<file path="config.mk">
export PLATFORM = sky130hd
export DESIGN_NAME = oneshot_irq_ctrl
export DESIGN_NICKNAME = d
export VERILOG_FILES = /design/src/rtl/ictl_pkg.sv /design/src/rtl/ictl_level_sampler.sv /design/src/rtl/ictl_tick_counter.sv /design/src/rtl/ictl_arm_ctrl.sv /design/src/rtl/oneshot_irq_ctrl.sv
export SDC_FILE = /design/constraint.sdc
export NUM_CORES = 1
export LEC_CHECK = 0
export BUFFER_PORTS_ARGS = -buffer_cell sky130_fd_sc_hd__buf_2
export CORE_UTILIZATION = 40
export CTS_CLUSTER_DIAMETER = 80
export DETAILED_ROUTE_END_ITERATION = 16
export HOLD_SLACK_MARGIN = 0.06
export MAX_ROUTING_LAYER = met4
export PLACE_DENSITY = 0.71
export SLEW_MARGIN = 10
export SYNTH_ARGS = -nofsm -noshare
export SYNTH_HDL_FRONTEND = slang
export SYNTH_SLANG_ARGS = --single-unit
</file>
<file path="constraint.sdc">
create_clock -name clk -period 4.41 [get_ports clk]
set_input_delay 0.882 -clock clk [delete_from_list [all_inputs] [get_ports clk]]
set_output_delay 0.882 -clock clk [all_outputs]
set_load 0.005 [all_outputs]
</file>
<file path="src/rtl/ictl_pkg.sv">
package ictl_pkg;
  localparam int BUS_W   = 32;
  localparam int ARM_BIT = 7;
endpackage

</file>
<file path="src/rtl/ictl_level_sampler.sv">
module ictl_level_sampler #(
  parameter int N = 3
) (
  input  logic         clk,
  input  logic         rst,
  input  logic [N-1:0] req_in,
  output logic [N-1:0] pend_q
);
  always_ff @(posedge clk) begin
    if (rst) pend_q <= '0;
    else     pend_q <= req_in;
  end

  // pending bits follow the line levels one edge later
  p_pend_follow_r3: assert property (@(posedge clk) disable iff (rst)
    !rst |=> pend_q == $past(req_in));
endmodule

</file>
<file path="src/rtl/ictl_tick_counter.sv">
module ictl_tick_counter #(
  parameter int W = 24
) (
  input  logic         clk,
  input  logic         rst,
  input  logic         tick_en,
  output logic [W-1:0] tick_q
);
  always_ff @(posedge clk) begin
    if (rst)          tick_q <= '0;
    else if (tick_en) tick_q <= tick_q + 1'b1;
  end

  // the count holds when the tick line is low
  p_tick_hold_r1: assert property (@(posedge clk) disable iff (rst)
    !tick_en |=> $stable(tick_q));
  // the count steps by one and wraps modulo 2^W
  p_tick_step_r2: assert property (@(posedge clk) disable iff (rst)
    tick_en |=> tick_q == W'($past(tick_q) + 1'b1));
endmodule

</file>
<file path="src/rtl/ictl_arm_ctrl.sv">
module ictl_arm_ctrl #(
  parameter int DLY_W = 4
) (
  input  logic clk,
  input  logic rst,
  input  logic wr_hit,
  input  logic wr_arm,
  input  logic any_req,
  output logic cpu_irq
);
  localparam logic [DLY_W-1:0] HOLD_LOAD = {DLY_W{1'b1}};

  logic             arm_q;
  logic [DLY_W-1:0] dly_q;
  logic             fire;

  assign fire = arm_q && (dly_q == '0) && any_req && !wr_hit;

  always_ff @(posedge clk) begin
    if (rst) begin
      arm_q   <= 1'b0;
      dly_q   <= '0;
      cpu_irq <= 1'b0;
    end else begin
      cpu_irq <= fire;
      if (wr_hit) begin
        arm_q <= wr_arm;
        dly_q <= wr_arm ? HOLD_LOAD : '0;
      end else begin
        if (fire)         arm_q <= 1'b0;
        if (dly_q != '0)  dly_q <= dly_q - 1'b1;
      end
    end
  end

  // a delivered request lasts a single cycle
  p_single_pulse_r5: assert property (@(posedge clk) disable iff (rst)
    cpu_irq |=> !cpu_irq);
  // delivery leaves the block disarmed
  p_disarm_fire_r6: assert property (@(posedge clk) disable iff (rst)
    cpu_irq |-> !arm_q);
  // a write with the arm bit clear disarms
  p_disarm_write_r7: assert property (@(posedge clk) disable iff (rst)
    (wr_hit && !wr_arm) |=> !arm_q);
  // nothing is delivered while the hold-off runs
  p_holdoff_r8: assert property (@(posedge clk) disable iff (rst)
    (dly_q != '0) |=> !cpu_irq);
endmodule

</file>
<file path="src/rtl/oneshot_irq_ctrl.sv">
module oneshot_irq_ctrl
  import ictl_pkg::*;
#(
  parameter int N_LINES   = 3,
  parameter int TICK_W    = 24,
  parameter int DLY_W     = 4,
  parameter int TICK_LINE = 1
) (
  input  logic               clk,
  input  logic               rst,
  input  logic [N_LINES-1:0] req_in,
  input  logic               bus_sel,
  input  logic               bus_wr,
  input  logic [BUS_W-1:0]   bus_wdata,
  output logic [BUS_W-1:0]   bus_rdata,
  output logic               cpu_irq
);
  localparam int GAP_W = BUS_W - TICK_W - N_LINES;

  logic [N_LINES-1:0] pend_q;
  logic [TICK_W-1:0]  tick_q;
  logic               wr_hit;
  logic               unused_wdata;

  assign wr_hit       = bus_sel && bus_wr;
  assign unused_wdata = ^{bus_wdata[BUS_W-1:ARM_BIT+1], bus_wdata[ARM_BIT-1:0]};

  ictl_level_sampler #(.N(N_LINES)) u_sample (
    .clk(clk), .rst(rst), .req_in(req_in), .pend_q(pend_q));

  ictl_tick_counter #(.W(TICK_W)) u_tick (
    .clk(clk), .rst(rst), .tick_en(req_in[TICK_LINE]), .tick_q(tick_q));

  ictl_arm_ctrl #(.DLY_W(DLY_W)) u_arm (
    .clk(clk), .rst(rst), .wr_hit(wr_hit), .wr_arm(bus_wdata[ARM_BIT]),
    .any_req(|req_in), .cpu_irq(cpu_irq));

  generate
    if (GAP_W > 0) begin : g_gap
      assign bus_rdata = {tick_q, {GAP_W{1'b0}}, pend_q};
    end else begin : g_nogap
      assign bus_rdata = {tick_q, pend_q};
    end
  endgenerate

  // the gap between fields always reads zero
  p_gap_zero_r4: assert property (@(posedge clk) disable iff (rst)
    (bus_rdata >> N_LINES) == BUS_W'(tick_q) << (BUS_W - TICK_W - N_LINES));
  // reset leaves the request output low
  p_reset_quiet_r9: assert property (@(posedge clk)
    rst |=> !cpu_irq);
endmodule

</file>
==> flow_summary_export.csv, run 1 <==
group,metric,value,unit
run_status,status,"complete, no violations",
floorplanning,die_height,63.68,microns
floorplanning,dieArea,0.004055,sq mm
setup_path,crit_fanout,9,
yosys,yosysWarningCount,0,
setup_path,reg2reg_from,"u_tick.tick_q[2]$_SDFFE_PP0P_",
cells_and_area,syn_to_final_growth,17.68,%
cells_and_area,fin_cells,255,
global_routing,grt_pass1_wl,4.836,mm
setup_path,cp-start-kind,"primary input",
yosys,avgSynthCellArea,8.846,sq um
cells_and_area,antenna_cells,0,
setup_path,crit_start,"req_in[1]",
route,wl_per_cell,11.34,microns
setup_path,crit_type,"primary input to register",
place,dpl.cell_count,248,
timing,rsz0062_at_grt,"no",
clock_network,clk_pin_slew_worst_paths,60,ps
timing,fin_skew,9.501,ps
timing,report.final.slew_viol_count,0,
yosys,syn_area,0.001521,sq mm
min_path,hp-class,"register to register",
clock_network,numCtsBuffers,5,
setup_path,worstPathArrival,2350,ps
floorplanning,core,0.003661,sq mm
yosys,synth_cell_type_count,33,
cells_and_area,final_util,0.4891,
yosys,yosys_register_bits,33,
place,gp_congestion,0.7779,
timing,fmax,0.4581,GHz
yosys,yosysTopAreaCellShare,0.4342,
clock_network,clock_latency,280,ps
cells_and_area,layout-drive-gt1-share,0.2319,
place,place_ws,1895,ps
route,first_iter_violations,90,
place,dp_hpwl,1.979,mm
timing,hold_violations,0,
yosys,synthCells,172,
route,dr.pass1.iters,4,
pwr,ir_drop,164.3,uV
clock_network,cts_setup_buffers,0,
pwr,p_per_area,386.7,mW/mm^2
route,ant_nets,0,
global_routing,grt_pass1_vias,1099,
clock_network,cts_tree,"built",
route,drc_errors,0,
setup_path,cp.required,4570,ps
yosys,synth_flop_cell,"dfxtp_1",
pwr,p_leak,0.7526,nW
cells_and_area,final_net_count,249,
place,port_buffers,35,
floorplanning,start_util,0.4156,
job,max_cap_violations,0,
floorplanning,die_w,63.68,microns
timing,final-setup-viol-count,0,
clock_network,clock-sinks,33,
setup_path,end_kind,"register",
timing,setup_tns,0,ps
timing,worst_pin_slew,622.8,ps
global_routing,grt-ovfl-total,0,
clock_network,htreeDepth,2,
min_path,min_from,"u_arm.arm_q$_SDFFE_PP0P_",
clock_network,cts_resized,0,
route,drt-vias-per-instance,5.020,
route,via_count,1280,
timing,min_period,2183,ps
floorplanning,core.rowCount,22,
global_routing,grt_antenna_before_repair,0,
yosys,synth-edff-count,0,
clock_network,cts_root_buf,"clkbuf_8",
global_routing,grt.total_usage,0.1579,
timing,fin_ws,2227,ps
timing,whs,473.2,ps
floorplanning,pin_count,72,
clock_network,cts_buffer_depth,2,
yosys,ys_top_cells_by_area,"dfxtp_1, xor2_1, a21oi_1",
clock_network,cts_hold_buf,0,
yosys,async_reset_ff_frac,0,
route,drt-total-wl,2.891,mm
timing,relSlewSlack,0.5839,
yosys,yosysTopAreaCell,"dfxtp_1",
timing,post-route-period-util,0.4950,
yosys,yosysSeqAreaShare,0.4342,
global_routing,grt_start_max_net_pins,35,
==> logic make-up (layout without fill, tap and decap cells) <==
logic type	after synthesis	count (layout)	share of synthesized area
and+or+nand+nor	74	74	0.2788
other	1	5	0.002465
buffers and inverters	16	47	0.05674
adders and majority gates	3	3	0.02467
AOI/OAI and AO/OA	28	28	0.1028
xor gates and xnor gates	15	15	0.08634
DFF	33	33	0.4342
muxes	2	2	0.01398
==> through the flow <==
step | power (mW) | cell area, sq um
CTS | 0.7014 | 1790
finish | 0.6923 | 1790
global route | 0.7377 | 1790
detailed placement | 0.4766 | 1704
floorplan | 0.4523 | 1536
global placement | 0.4733 | 1704
==> path summary, 6_finish.rpt <==
| path | slack (ps) | to | depth (start not counted) |
|---|---|---|---|
| setup / recovery | 2230 | u_tick.tick_q[23]$_SDFFE_PP0P_ | 5 |
| setup reg to reg | 2570 | u_tick.tick_q[23]$_SDFFE_PP0P_ | 4 |
| hold reg to reg | 470 | u_arm.arm_q$_SDFFE_PP0P_ | 2 |
| hold / removal | 470 | u_arm.arm_q$_SDFFE_PP0P_ | 2 |
==> layout make-up <==
type                       count  area [sq um]
clock buffer                   7         86.33
fill                         369          1871
inverter                       5         18.77
multi-input combinational    127         789.5
sequential                    33         660.6
tap                           48         60.06
timing repair buffer          35         175.2
==> registers in the layout, indices dropped and copies added (netlist names) <==
register,cells
u_sample.pend_q,3
u_arm.dly_q,4
u_tick.tick_q,24
u_arm.arm_q,1
u_arm.cpu_irq,1
==> metal layers <==
layer,wire (microns),GRT usage,share of wire,up-vias
met3,127,0.03804,0.044,4
met1,1417,0.1872,0.49,575
met2,1337,0.2487,0.46,32
met5,0,-,0,-
met4,8,0.07670,0.0028,0
li1,-,-,-,669
==> layout by cell type (no fill, tap or decap) <==
cell type	netlist	layout
buf_2	0	35
dfxtp_1	33	33
a21oi_1	16	16
nand2_1	14	14
nor2_1	14	14
xor2_1	10	10
nand3_1	8	8
nand4_1	6	6
o21ai_0	6	6
or3_1	6	6
clkbuf_8	0	6
inv_1	5	5
xnor2_1	5	5
conb_1	1	5
nor2b_1	4	4
o31ai_1	4	4
or4_1	4	4
and3_1	3	3
nor3_1	3	3
ha_1	3	3
nor3b_1	2	2
and4_4	2	2
nor4_1	2	2
o211ai_1	1	1
and4_2	1	1
nand4_4	1	1
and4_1	1	1
nand2_2	1	1
and2_1	1	1
nand4_2	1	1
mux2_2	1	1
o311ai_0	1	1
mux2i_1	1	1
clkbuf_1	4	1
==> synthesized netlist by cell type, types with 5 or more instances <==
cell type	n
nand3_1	8
nor2_1	14
a21oi_1	16
buf_4	7
dfxtp_1	33
or3_1	6
inv_1	5
o21ai_0	6
xnor2_1	5
nand4_1	6
xor2_1	10
nand2_1	14
==> critical path, cell delays in order <==
cell     delay, ps
buf_2          180
and4_1         390
nand4_2        250
nor4_1         280
mux2_2         370
==> power breakdown <==
group	leakage [nW]	internal, mW	switching (mW)	total (mW)
Combinational	0.440	0.0606	0.0720	0.133
Clock	0.0443	0.124	0.0998	0.223
Sequential	0.268	0.320	0.0159	0.336
Total	0.753	0.505	0.188	0.692
Power figures use the tool's default switching activity.
==> inputs of run 2 (changes only) <==
ABC_AREA = 1   (was default)
PLACE_DENSITY = 0.69   (was 0.71)
clock period = 2.1 ns   (was 4.41 ns; I/O delays follow)
==> flow_summary_export.csv, run 2 <==
group,metric,value,unit
yosys,ys_top_cells_by_area,"dfxtp_1, nand2_1, nor2_1",
place,place_ws,546.5,ps
route,dr.pass1.iters,4,
timing,fmax,0.6506,GHz
cells_and_area,layout-drive-gt1-share,0.1932,
cells_and_area,fin_area,0.001982,sq mm
clock_network,cts_buffer_depth,2,
pwr,p_per_area,736.8,mW/mm^2
route,route.top_layer_used,"met4",
yosys,yosys_register_bits,33,
clock_network,numCtsBuffers,5,
floorplanning,die_w,66.79,microns
yosys,synthCells,256,
pwr,total_power,1.460,mW
yosys,syn_area,0.001679,sq mm
global_routing,grt_pass1_vias,1346,
place,gp_congestion,0.8166,
min_path,hp-class,"primary input to register",
floorplanning,core.rowCount,23,
setup_path,crit_slowest_cell,"dfxtp_1",
timing,rsz0062_at_grt,"no",
job,max_cap_violations,0,
route,ant_nets,0,
route,drt-total-wl,3.579,mm
clock_network,cts_setup_buffers,0,
floorplanning,dieArea,0.004461,sq mm
cells_and_area,largest_reg_flops,24,
route,via_count,1605,
global_routing,grt_start_max_net_pins,15,
setup_path,crit_type,"register to register",
yosys,yosysWarningCount,0,
cells_and_area,antenna_cells,0,
timing,final-setup-viol-count,0,
setup_path,worstPathArrival,1730,ps
cells_and_area,final_net_count,336,
setup_path,end_kind,"register",
global_routing,grt-ovfl-total,0,
yosys,synth_cell_type_count,23,
cells_and_area,fill_cells,424,
route,wl_per_cell,10.37,microns
clock_network,cts_resized,0,
setup_path,cp-start-kind,"register",
timing,fin_skew,6.240,ps
cells_and_area,layout_common_cells,"nand2_1, nor2_1, buf_2, dfxtp_1, inv_1",
setup_path,crit_fanout,4,
clock_network,cts_tree,"built",
route,drc_errors,0,
floorplanning,core,0.004029,sq mm
timing,fin_ws,563.0,ps
cells_and_area,largestRegisters,"u_tick.tick_q: 24 flops, u_arm.dly_q: 4 flops, u_sample.pend_q: 3 flops",
setup_path,crit_chain,"ha_1 -> inv_1 -> nor2_1 -> nand3_1 -> inv_1 -> nand3_1 -> nand2_1 -> nor2_1",
global_routing,grt_pass1_wl,5.865,mm
setup_path,critPathBufInv,2,
clock_network,clk_pin_slew_worst_paths,70,ps
cells_and_area,final_common_cell,"nand2_1",
setup_path,path_delay_family,"simple AND/OR/NAND/NOR gates",
yosys,synth_most_common_cell,"nand2_1",
yosys,avgSynthCellArea,6.559,sq um
yosys,yosysTopAreaCell,"dfxtp_1",
route,drt-vias-per-instance,4.652,
route,drt-met1-wl,1.718,mm
pwr,p_leak,0.8859,nW
run_status,status,"complete, no violations",
floorplanning,pin_count,72,
yosys,synth_flop_cell,"dfxtp_1",
timing,report.final.slew_viol_count,0,
place,dpl.cell_count,337,
place,dp_hpwl,2.700,mm
global_routing,grt.total_usage,0.1856,
cells_and_area,top_register,"u_tick.tick_q",
floorplanning,die_height,66.79,microns
place,place_area,0.001881,sq mm
timing,post-route-period-util,0.7319,
clock_network,clock_latency,290,ps
yosys,yosysSeqAreaShare,0.3934,
yosys,netlist_top_cells_count,"nand2_1, nor2_1, dfxtp_1",
route,met3_wirelength,184,microns
pwr,ir_drop,355.0,uV
clock_network,cts_hold_buf,0,
timing,min_period,1537,ps
place,port_buffers,35,
setup_path,cp.required,2290,ps
route,wl_met2,1.575,mm
floorplanning,start_util,0.4168,
clock_network,htreeDepth,2,
route,first_iter_violations,113,
yosys,async_reset_ff_frac,0,
clock_network,cts_root_buf,"clkbuf_8",
timing,setup_tns,0,ps
yosys,yosysTopAreaCellShare,0.3934,
cells_and_area,fin_cells,345,
cells_and_area,syn_to_final_growth,18.03,%
global_routing,grt_antenna_before_repair,0,
timing,hold_violations,0,
setup_path,crit_path_max_incr_delay,380,ps
yosys,synth-edff-count,0,
clock_network,clock-sinks,33,
==> run 2: cell types whose count changed after synthesis, moves of 4 or more <==
cell | before | now
nand2_1 | 14 | 63
nor2_1 | 14 | 59
inv_1 | 5 | 23
nand3_1 | 8 | 21
xor2_1 | 10 | 1
nand4_1 | 6 | 0
or3_1 | 6 | 0
clkbuf_1 | 4 | 0
nor2_2 | 0 | 4
nor2b_1 | 4 | 0
o31ai_1 | 4 | 0
or4_1 | 4 | 0
xnor2_1 | 5 | 1
==> run 2: worst min-delay path, cell delays in order <==
cell	delay, ps
buf_2	70
inv_1	40
nor2_1	70
==> run 2: power breakdown <==
part	internal (mW)	switching [mW]	leakage (nW)	total, mW
sequential	0.669	0.0185	0.268	0.687
combinational	0.0886	0.145	0.563	0.234
clock	0.296	0.243	0.0542	0.539
total	1.05	0.407	0.886	1.46
==> run 2: layer usage <==
metal,vias to the layer above,GRT usage
li1,862,-
met1,692,0.2158
met2,40,0.2778
met3,11,0.06164
met4,0,0.1064
met5,-,-
==> run 2: cell families (layout without fill, tap and decap cells) <==
family / count (synthesis) / in the layout / share of synthesized area
compound gates: 24 / 24 / 0.07675
buf+inv: 35 / 70 / 0.09314
xor+xnor: 2 / 2 / 0.01043
simple gates: 158 / 158 / 0.4016
flops: 33 / 33 / 0.3934
fa+ha+maj: 3 / 3 / 0.02236
other cells: 1 / 5 / 0.002233
==> run 2: final timing paths <==
path                                      start                             end  slack, ps  cells after the start
setup reg to reg  u_tick.tick_q[0]$_SDFFE_PP0P_  u_tick.tick_q[12]$_SDFFE_PP0P_        560                      8
setup / recovery  u_tick.tick_q[0]$_SDFFE_PP0P_  u_tick.tick_q[12]$_SDFFE_PP0P_        560                      8
hold / removal                        req_in[0]   u_sample.pend_q[0]$_SDFF_PP0_        340                      3
hold reg to reg        u_arm.arm_q$_SDFFE_PP0P_        u_arm.arm_q$_SDFFE_PP0P_        470                      2
==> run 2: cell type report <==
| cell class | instances | area, sq um | area share |
|---|---|---|---|
| Timing Repair Buffer | 36 | 182.7 | 0.09217 |
| Clock inverter | 1 | 5.005 | 0.002525 |
| Inverter | 26 | 97.59 | 0.04924 |
| Sequential cell | 33 | 660.6 | 0.3333 |
| Clock buffer | 7 | 96.34 | 0.04861 |
| Tap cell | 50 | 62.56 | 0.03157 |
| Multi-Input combinational cell | 192 | 877.1 | 0.4426 |
==> run 2: per-stage QoR <==
stage	utilization	hold slack, ps
final	0.4919	336.6
after global placement	0.4668	455.2
after global routing	0.4919	366.8
after CTS	0.4919	329.3
after floorplan	-	444.4
after detailed placement	0.4668	458.3
